==> config.mk <==
export PLATFORM = sky130hd
export DESIGN_NAME = ctrl_seq_reset_detector
export DESIGN_NICKNAME = d
export VERILOG_FILES = /design/src/rtl/ctrl_seq_reset_detector.sv
export SDC_FILE = /design/constraint.sdc
export NUM_CORES = 1
export LEC_CHECK = 0
export CORE_AREA = 2 2 108 84
export CTS_CLUSTER_DIAMETER = 80
export DETAILED_ROUTE_END_ITERATION = 10
export DIE_AREA = 0 0 110 86
export PLACE_DENSITY = 0.75
export SETUP_SLACK_MARGIN = 0.1
export SYNTH_ARGS = -nofsm -noshare
export SYNTH_HDL_FRONTEND = slang
export SYNTH_SLANG_ARGS = --single-unit
==> constraint.sdc <==
create_clock -name clk -period 2.16 [get_ports clk]
set_clock_uncertainty 0.2 [all_clocks]
set_input_delay 0.432 -clock clk [delete_from_list [all_inputs] [get_ports clk]]
set_output_delay 0.432 -clock clk [all_outputs]
set_load 0.005 [all_outputs]
==> src/rtl/ctrl_seq_reset_detector.sv <==
module ctrl_seq_reset_detector #(
  parameter int BIT_CLKS   = 1042,
  parameter int WIN1_CLKS  = 5_000_000,
  parameter int WIN2_CLKS  = 10_000_000,
  parameter int PULSE_CLKS = 100_000
) (
  input  logic clk,
  input  logic rst_n,
  input  logic rxd,
  input  logic bp_en,
  output logic abort_n,
  output logic bp_reset_n
);
  localparam int BW = $clog2(BIT_CLKS + 1);
  localparam int CW = $clog2(WIN2_CLKS + 1);
  localparam int PW = $clog2(PULSE_CLKS + 1);
  localparam logic [7:0] K_X = 8'h18, K_Y = 8'h19, K_Z = 8'h1A;

  typedef enum logic [1:0] {S_IDLE, S_X, S_XY} seq_t;

  logic [2:0]    sync;
  logic          busy, char_vld, frame_err;
  logic [3:0]    bit_idx;
  logic [BW-1:0] bit_tmr;
  logic [7:0]    shreg;
  seq_t          st;
  logic [CW-1:0] elapsed;
  logic [PW-1:0] ab_cnt, rs_cnt;

  wire rx   = sync[1];
  wire fall = sync[2] & ~sync[1];

  always_ff @(posedge clk or negedge rst_n)
    if (!rst_n) sync <= 3'b111;
    else        sync <= {sync[1:0], rxd};

  always_ff @(posedge clk or negedge rst_n) begin
    if (!rst_n) begin
      busy <= 1'b0; bit_idx <= '0; bit_tmr <= '0; shreg <= '0;
      char_vld <= 1'b0; frame_err <= 1'b0;
    end else begin
      char_vld  <= 1'b0;
      frame_err <= 1'b0;
      if (!busy) begin
        if (fall) begin
          busy    <= 1'b1;
          bit_idx <= '0;
          bit_tmr <= BW'(BIT_CLKS / 2 - 1);
        end
      end else if (bit_tmr != '0) begin
        bit_tmr <= bit_tmr - 1'b1;
      end else begin
        bit_tmr <= BW'(BIT_CLKS - 1);
        bit_idx <= bit_idx + 1'b1;
        if (bit_idx == 4'd0) begin
          if (rx) busy <= 1'b0;
        end else if (bit_idx <= 4'd8) begin
          shreg <= {rx, shreg[7:1]};
        end else begin
          busy      <= 1'b0;
          char_vld  <= rx;
          frame_err <= ~rx;
        end
      end
    end
  end

  always_ff @(posedge clk or negedge rst_n) begin
    if (!rst_n) begin
      st <= S_IDLE; elapsed <= '0; ab_cnt <= '0; rs_cnt <= '0;
    end else begin
      if (ab_cnt != '0) ab_cnt <= ab_cnt - 1'b1;
      if (rs_cnt != '0) rs_cnt <= rs_cnt - 1'b1;
      if (st != S_IDLE) elapsed <= elapsed + 1'b1;
      if (char_vld && shreg == K_X) begin
        st <= S_X;
        elapsed <= '0;
      end else if (frame_err) begin
        st <= S_IDLE;
      end else if (st == S_X && elapsed >= CW'(WIN1_CLKS)) begin
        st <= S_IDLE;
      end else if (st == S_XY && elapsed >= CW'(WIN2_CLKS)) begin
        st <= S_IDLE;
      end else if (char_vld) begin
        st <= S_IDLE;
        if (st == S_X && shreg == K_Y) begin
          st     <= S_XY;
          ab_cnt <= PW'(PULSE_CLKS);
        end else if (st == S_XY && shreg == K_Z && bp_en) begin
          rs_cnt <= PW'(PULSE_CLKS);
        end
      end
    end
  end

  assign abort_n    = (ab_cnt == '0);
  assign bp_reset_n = (rs_cnt == '0);

  AST_ONE_OUTCOME:  assert property (@(posedge clk) disable iff (!rst_n) !(char_vld && frame_err));
  AST_ABORT_SEQ:    assert property (@(posedge clk) disable iff (!rst_n) $fell(abort_n) |-> $past(st) == S_X);
  AST_RESET_SEQ:    assert property (@(posedge clk) disable iff (!rst_n) $fell(bp_reset_n) |-> $past(st) == S_XY);
  AST_RESET_GATED:  assert property (@(posedge clk) disable iff (!rst_n) $fell(bp_reset_n) |-> $past(bp_en));
  AST_FRAME_CLEARS: assert property (@(posedge clk) disable iff (!rst_n) frame_err |=> st == S_IDLE);
  AST_WIN_BOUND:    assert property (@(posedge clk) disable iff (!rst_n) st == S_X |-> elapsed <= CW'(WIN1_CLKS));
endmodule

* Yosys cells after proc, flatten, opt, wreduce, memory -nomap -nowiden
Cells that the tools add are included.
** Word-level totals
- Register bits after elaboration :: 89
- Logic and storage cells :: 90
** Operators by class
- Add/sub/neg operators :: 5
- Magnitude comparators :: 3
- Eq/ne operators :: 6
- Muxes and demuxes :: 43
- Bitwise gates (word level) :: 4
- Reductions and logical operators :: 18
** Operators by type and width (count)
- 2-to-1 mux 17 bit :: 15
- 2-to-1 mux 24 bit :: 2
- zero test 17 bit :: 2
- nonzero test 17 bit :: 2
- subtractor 17 x 1 -> 17 bit (second input constant) :: 2
- 2-to-1 mux 11 bit :: 3
- adder 24 x 1 -> 24 bit (second input constant) :: 1
- == test 8 x 5 -> 1 bit (second input constant) :: 3
- >= comparator 24 x 23 -> 1 bit (second input constant) :: 1
- >= comparator 24 bit (second input constant) :: 1
- 2-to-1 mux 1 bit :: 14
- 2-to-1 mux 2 bit :: 6
- 2-to-1 mux 4 bit :: 3
- nonzero test 11 bit :: 1
- subtractor 11 x 1 -> 11 bit (second input constant) :: 1
- logical AND 1 bit :: 6
- nonzero test 2 bit :: 3
- nonzero test 5 bit :: 1
- adder 4 x 1 -> 4 bit (second input constant) :: 1
- <= comparator 4 bit (second input constant) :: 1
- zero test 4 bit :: 1
- AND reduction 4 bit :: 1
- NOT 1 bit :: 3
- == test 2 x 1 -> 1 bit (second input constant) :: 1
- 4 further kinds :: 4

* Depth between registers and ports, before layout
Gate-level depths: netlist (run 1).
- Depth after elaboration :: 10
- Mapped depth :: 8
- Gate-level depth less buffers :: 7

* Worst setup path before layout (run 1)
No wires, ideal clock.
- Path kind :: reg2out
- Start :: register ab_cnt[0]
- End :: output abort_n
- Data arrival time :: 1618 ps
- Data required time :: 1528 ps
- Path slack :: -90 ps
- Cell stages (with the launch flop) :: 7
- Buffers on the path :: 0
- Cell sequence :: dfrtp_1 -> inv_1 -> ha_1 -> or4b_4 -> nor3_4 -> nand3_4 -> inv_1
** Between the ends
- Word-level cells in the longest chain between the ends :: 1
** RTL lines
- from (decl) :: line 28 : logic [PW-1:0] ab_cnt, rs_cnt;
- from (signal assigned) :: line 72 : if (ab_cnt != '0) ab_cnt <= ab_cnt - 1'b1;
- from (signal assigned) :: line 88 : ab_cnt <= PW'(PULSE_CLKS);
- zero test 17 bit :: line 96 : assign abort_n = (ab_cnt == '0);
- to (decl) :: line 11 : output logic abort_n,
No other way between the ends.

* Final worst setup path (run 1)
Same ends and word-level chain as after synthesis.

==> results of run 1 <==
[cells in the mapped netlist, types with 4 or more instances]
master / number
dfrtp_1: 86
nor2_1: 65
nand2_1: 41
xnor2_1: 22
nand3_1: 21
o21ai_0: 20
xor2_1: 19
a21oi_1: 18
inv_1: 18
nor3_1: 17
nor4_1: 13
buf_2: 9
ha_1: 9
nand2b_1: 9
nor2b_1: 9
mux2_2: 8
nand4_1: 8
clkbuf_1: 7
a211o_1: 5
and3_1: 5
nand3b_1: 4
nor3b_1: 4
or3_1: 4
[kinds of logic (layout without fill, tap and decap cells)]
logic type,Yosys count,count (layout),share of synthesized area [%]
compound gates,68,68,9.45
xor+xnor,41,41,7.68
simple gates,228,228,27.2
fa+ha+maj,9,9,2.41
buf+inv,35,113,3.21
mux,10,10,2.36
flops,89,89,47.7
[placed cells by master (no fill, tap or decap), types with 6 or more instances in the layout]
master    Yosys  final
a21oi_1      18     16
buf_4         0     66
buf_6         1      6
clkbuf_8      0     10
dfrtp_1      86     86
ha_1          9      6
inv_1        18     13
mux2_2        8      7
nand2_1      41     38
nand2b_1      9      9
nand3_1      21     18
nand4_1       8      8
nor2_1       65     62
nor2b_1       9      8
nor3_1       17     11
nor3_2        2      7
nor4_4        3      9
o21ai_0      20     19
xnor2_1      22     21
xor2_1       19     19
[registers in the layout, indices dropped and copies added (netlist names)]
register	count
elapsed	24
ab_cnt	17
rs_cnt	17
bit_tmr	11
shreg	8
bit_idx	4
sync	3
st	2
busy	1
char_vld	1
frame_err	1
[per-layer routing]
layer  part of all wire, %  global-route usage, %  vias to the layer above
li1                      -                      -                     1826
met1                    47                   31.3                     1857
met2                    49                   35.9                       73
met3                   3.1                   5.09                       12
met4                   1.0                   7.83                        0
met5                     0                      0                        -
[worst reg2reg max path, stage by stage (launching register included)]
cell and delay [ps]:
dfrtp_1 400, buf_4 140, buf_6 120, or4_4 540, or3_4 350, nor3_4 190
xnor2_1 130, nor2_1 60
[power by group]
part / switching [mW] / total (mW) / leakage [nW] / internal, mW
combinational: 0.309 / 0.614 / 1.43 / 0.306
clock: 0.591 / 1.51 / 0.130 / 0.917
sequential: 0.142 / 1.93 / 1.15 / 1.79
total: 1.04 / 4.05 / 2.71 / 3.01
[worst max path at each step]
stage              end  slack [ps]       from
2_1_floorplan  abort_n         -90  ab_cnt[0]
3_3_place_gp   abort_n        -350  ab_cnt[0]
3_5_place_dp   abort_n        -380  ab_cnt[0]
4_1_cts        abort_n        -400  ab_cnt[1]
5_1_grt        abort_n        -470  ab_cnt[0]
6_report       abort_n        -390  ab_cnt[0]
[final cells by class]
cell class,instances,share of cell area (%)
Clock buffer,11,2.38
Clock inverter,5,2.15
Multi-Input combinational cell,356,43.7
Sequential cell,89,37.5
Tap cell,108,2.27
Inverter,18,1.14
Timing Repair Buffer,79,10.8
[timing repair]
action	4_1_cts	5_1_grt
gates cloned	0	1
hold endpoints to repair	86	0
setup endpoints to repair	34	42
buffers inserted	14	12
resized for setup	40	38
pin swaps	11	23
hold buffers	1	0
==> results.md, run 1 <==
- Max incr delay on CP: 490 ps
- Worst skew pair latency: 370 ps
- Bufs on Longest Clock Path: 2
- Diode count: 0
- Worst-path maximum fanout: 2
- TritonCTS clock tree: done
- Layout Nets: 566
- Area of the multi-input gates: 2600 um^2
- Number of flops mapped to enable cells by yosys: 0
- Area of the core: 8310 um^2
- Pwr Density: 682 nW/um^2
- Worst Hold Class: register to register
- Post-Route Utilization: 71.6%
- WL final: 10400 um
- R2r setup slk: -90 ps
- Final period util: 118%
- Hold depth: 0
- Max Fclk: 392 MHz
- Post-synthesis cell area: 4670 um^2
- Drt pass-1 iters: 4
- Cell variety after synth: 59
- Critical Path End Type: output port
- Initial antenna violation count: 0
- Post-synth top area share: 46.0%
- Worst Hold Endpoint: sync[1]
- Dpl cells: 630
- Cell mode on critical path: inv_2
- Largest area contributor in the synthesized netlist: dfrtp_1
- Largest cells by area after synthesis: dfrtp_1 (46%), nor2_1 (5.2%), xnor2_1 (4.1%), xor2_1 (3.6%), nand2_1 (3.3%)
- Placed cell area: 5220 um^2
- Reg area: 2230 um^2
- Die Ht: 86 um
- Share of synthesized registers carrying an async set or reset: 100%
- Crit path kind: register to output port
- Data arrival, critical path: 1920 ps
- I/O pins: 6
- DIE WIDTH: 110 um
- Wire length per cell: 15.6 um
- Via count: 3768
- Worst flop-to-flop path startpoint: ab_cnt[0]
- Peak VDD IR: 566 uV
- Hold Crit Start: sync[0]
- FF-to-FF path depth: 7
- Unrepaired setup endpoints after global routing: yes
- Final min period: 2550 ps
- Setup TNS: -676 ps
- Power Total: 4.05 mW
- Yosys warning total: 0
- Share of cells above drive strength 1: 29.4%
- DRT antenna net count: 0
- Initial core utilization: 56.3%
- RR Endpoint: ab_cnt[13]
- Syn Inst Count: 480
- H-tree Lvls: 3
- Actual slew at the worst max-slew pin: 504 ps
- Fin. Hold Viols: 0
- Outcome: finished, violations left
- Number of global-route vias before repair: 3579
- Non-Filler Instances: 666
- Post-route cell area: 5950 um^2
- Final setup margin: -391 ps
- Dpl hpwl: 6300 um
- PortBufs: 5
- Critical path depth: 7
- Synthesis-stage register bit count: 89
- Post-Syn Area per Cell: 9.74 um^2
- Slew headroom: 66.4%
- Setup crit start kind: register
- Fill count: 603
- Top delay family on crit path: simple AND/OR/NAND/NOR gates
- Max-slew violations: 0
- Min Hold Slack: 158 ps
- Clk slew on worst S/H paths: 90 ps
- Worst path cell trace: inv_2 > ha_4 > or4b_4 > nor3_4 > nand3_4 > inv_2 > buf_6
- Worst Path Required: 1530 ps
- Top_reg_cell synth: dfrtp_1
- # setup viols final: 7
- P&R area growth vs syn: 27.2%
- Site Rows: 29
- Final RePlAce weighted congestion: 0.844
- Vias per cell: 5.66
- Leak: 2.71 nW
- Buf+Inv Stages, Crit Path: 3
- Max Cap Viol: 0
- Total congestion overflow: 0
- First-pass GRT wire length: 17000 um
- Post-synthesis sequential area ratio: 47.7%
- CP max-delay cell: or4b_4
- Post-Syn Nets: 493
- DRC violations left: 0
- Failing checks: setup timing
- Die area: 9460 um^2
- Pin count of the biggest net entering global routing: 90
- Initial drt markers: 176
- Dpl ws: -378 ps
- Sink Count: 89
- Total track usage: 22.8%
- CTS buffer count: 9
- Root Driver: clkbuf_8
No activity file was read; power rests on OpenSTA's default activity.
==> run 2: changes to the inputs <==
--- a/config.mk
+++ b/config.mk
@@ -9,6 +9,7 @@
 export CTS_CLUSTER_DIAMETER = 80
 export DETAILED_ROUTE_END_ITERATION = 10
 export DIE_AREA = 0 0 110 86
+export HOLD_SLACK_MARGIN = 0.1
 export PLACE_DENSITY = 0.75
 export SETUP_SLACK_MARGIN = 0.1
 export SYNTH_ARGS = -nofsm -noshare
==> results of run 2 <==
The final DEF is identical to that of run 1; final timing and power are the same.
==> run 3: changes to the inputs <==
--- a/config.mk
+++ b/config.mk
@@ -5,10 +5,11 @@
 export SDC_FILE = /design/constraint.sdc
 export NUM_CORES = 1
 export LEC_CHECK = 0
-export CORE_AREA = 2 2 108 84
+export ABC_AREA = 1
+export CORE_AREA = 2 2 116 90
 export CTS_CLUSTER_DIAMETER = 80
 export DETAILED_ROUTE_END_ITERATION = 10
-export DIE_AREA = 0 0 110 86
+export DIE_AREA = 0 0 118 92
 export HOLD_SLACK_MARGIN = 0.1
 export PLACE_DENSITY = 0.75
 export SETUP_SLACK_MARGIN = 0.1
==> results.md, run 3 <==
- DRT antenna net count: 0
- Dpl cells: 890
- Met2 usage: 39.4%
- DRC violations left: 0
- Non-Filler Instances: 941
- Initial antenna violation count: 0
- Vias per cell: 5.38
- Fill count: 841
- Final RePlAce weighted congestion: 0.912
- Min Hold Slack: 156 ps
- I/O pins: 6
- Site Rows: 32
- Number of flops mapped to enable cells by yosys: 0
- Unrepaired setup endpoints after global routing: yes
- Critical Path End Type: register
- Total track usage: 25.1%
- H-tree Lvls: 3
- PortBufs: 5
- Syn Inst Count: 731
- Sink Count: 89
- Most frequent cells in the layout: nand2_1 (173), nor2_1 (106), dfrtp_1 (86)
- Post-synthesis sequential area ratio: 41.0%
- Post-Syn Nets: 744
- Post-synthesis cell area: 5440 um^2
- Post-synth top area share: 39.5%
- DIE WIDTH: 118 um
- WL final: 13400 um
- Peak VDD IR: 543 uV
- Worst Hold Endpoint: sync[1]
- Dpl hpwl: 8890 um
- TritonCTS clock tree: done
- Hold Crit Start: sync[0]
- Initial drt markers: 445
- Leading cell type in the layout, fill and taps excluded: nand2_1
- R2r setup slk: 50 ps
- Bufs on Longest Clock Path: 2
- Worst-path maximum fanout: 2
- Worst flop-to-flop path startpoint: rs_cnt[12]
- Max Cap Viol: 0
- Fin. Hold Viols: 0
- Leak: 3.13 nW
- Final min period: 2110 ps
- Slew headroom: 59.1%
- Outcome: finished clean
- Largest area contributor in the synthesized netlist: dfrtp_1
- Post-route cell area: 6510 um^2
- Cell variety after synth: 46
- Synthesis-stage register bit count: 89
- First-pass GRT wire length: 22000 um
- Final period util: 97.6%
- Reg area: 2230 um^2
- Share of synthesized registers carrying an async set or reset: 100%
- Share of cells above drive strength 1: 19.9%
- RR Endpoint: rs_cnt[14]
- Total congestion overflow: 0
- FF-to-FF path depth: 14
- Root Driver: clkbuf_16
- Synth cell count leaders: nand2_1 (178), nor2_1 (119), inv_1 (88)
- Pwr Density: 624 nW/um^2
- Top-count cell post-synth: nand2_1
- Data arrival, critical path: 2180 ps
- Worst Hold Class: register to register
- Post-Route Utilization: 65.8%
- Via count: 5060
- Number of global-route vias before repair: 4827
- Wire length per cell: 14.2 um
- Max Fclk: 474 MHz
- Die Ht: 92 um
- Post-Syn Area per Cell: 7.45 um^2
- Die area: 10900 um^2
- Area of the multi-input gates: 2900 um^2
- Worst Path Required: 2230 ps
- Worst skew pair latency: 350 ps
- Largest Register: elapsed
- # setup viols final: 0
- Clk slew on worst S/H paths: 70 ps
- Crit path kind: register to register
- Placed cell area: 5820 um^2
- Global routing met1 resource utilization: 35.1%
- Area of the core: 9890 um^2
- Largest cells by area after synthesis: dfrtp_1 (40%), nand2_1 (12%), nor2_1 (8.2%), inv_1 (6.1%), xor2_1 (4.7%)
- Diode count: 0
- Max-slew violations: 0
- Largest register FFs: 24
- Drt pass-1 iters: 6
- Initial core utilization: 55.0%
- P&R area growth vs syn: 19.5%
- GRT Max-Usage Layer: met2
- Largest registers: elapsed (24), ab_cnt (17), rs_cnt (17)
- CTS buffer count: 9
- M3 GR Usage: 4.79%
- Setup crit start kind: register
- Hold depth: 0
- Yosys warning total: 0
- Layout Nets: 813
- Top_reg_cell synth: dfrtp_1
- Pin count of the biggest net entering global routing: 45
- Actual slew at the worst max-slew pin: 607 ps
[run 3: report_power, final]
group,leakage [nW],internal [mW],switching (mW)
Combinational,1.84,0.209,0.320
Clock,0.148,0.912,0.703
Sequential,1.14,1.80,0.124
Total,3.13,2.92,1.15
[run 3: cell type report]
cell class                      instances  share of cell area (%)
Inverter                               95                    5.56
Multi-Input combinational cell        537                    44.6
Tap cell                              136                    2.61
Sequential cell                        89                    34.3
Clock inverter                          6                    1.13
Timing Repair Buffer                   68                    8.33
Clock buffer                           10                    3.52
[run 3: per-layer routing]
layer | part of all wire, % | up-vias
li1 | - | 2481
met1 | 47 | 2404
met2 | 46 | 143
met3 | 5.5 | 32
met4 | 1.9 | 0
met5 | 0 | -
[run 3: through the flow]
step                power, mW  TNS [ps]  worst slack (ps)
finish                   4.06         0              50.8
global route             4.24     -31.4             -31.4
CTS                      4.06         0              58.7
detailed placement       2.45         0              26.3
global placement         2.42         0              47.7
floorplan                2.31         0               370
[run 3: kinds of logic (layout without fill, tap and decap cells)]
kind of cell,after synthesis,count (layout),share of synthesized area (%)
xor gates and xnor gates,35,35,5.63
and+or+nand+nor,419,419,35.6
muxes,1,1,0.207
adders and majority gates,9,9,2.07
DFF,89,89,41.0
AOI/OAI and AO/OA,73,73,7.56
buffers and inverters,105,179,7.91
[run 3: how the worst max path moves through the flow]
stage          startpoint          to  slack [ps]  cells after the start
2_1_floorplan  bit_tmr[0]  bit_tmr[9]         370                     11
3_3_place_gp    rs_cnt[8]  bp_reset_n          50                      6
3_5_place_dp        bp_en  rs_cnt[14]          30                      6
4_1_cts        rs_cnt[12]  rs_cnt[14]          60                     15
5_1_grt        rs_cnt[13]  rs_cnt[14]         -30                     14
6_report       rs_cnt[12]  rs_cnt[14]          50                     14
[run 3: worst max-delay path, stage by stage (launching register included)]
cell and delay [ps]:
dfrtp_1 360, nor2_2 60, buf_4 130, buf_4 130, buf_4 120, buf_4 120, buf_4 120, buf_4 120
buf_4 120, nand2_2 50, nor2_1 30, nand2_1 70, xor2_1 190, nand2_1 90, a21oi_1 130
[run 3: timing repair]
item,4_1_cts,5_1_grt
cloned,0,0
endpoints found under the setup margin,2,22
hold buffers,1,0
pin swaps,11,19
endpoints found under the hold margin,26,0
resized for setup,23,24
buffers inserted,32,7
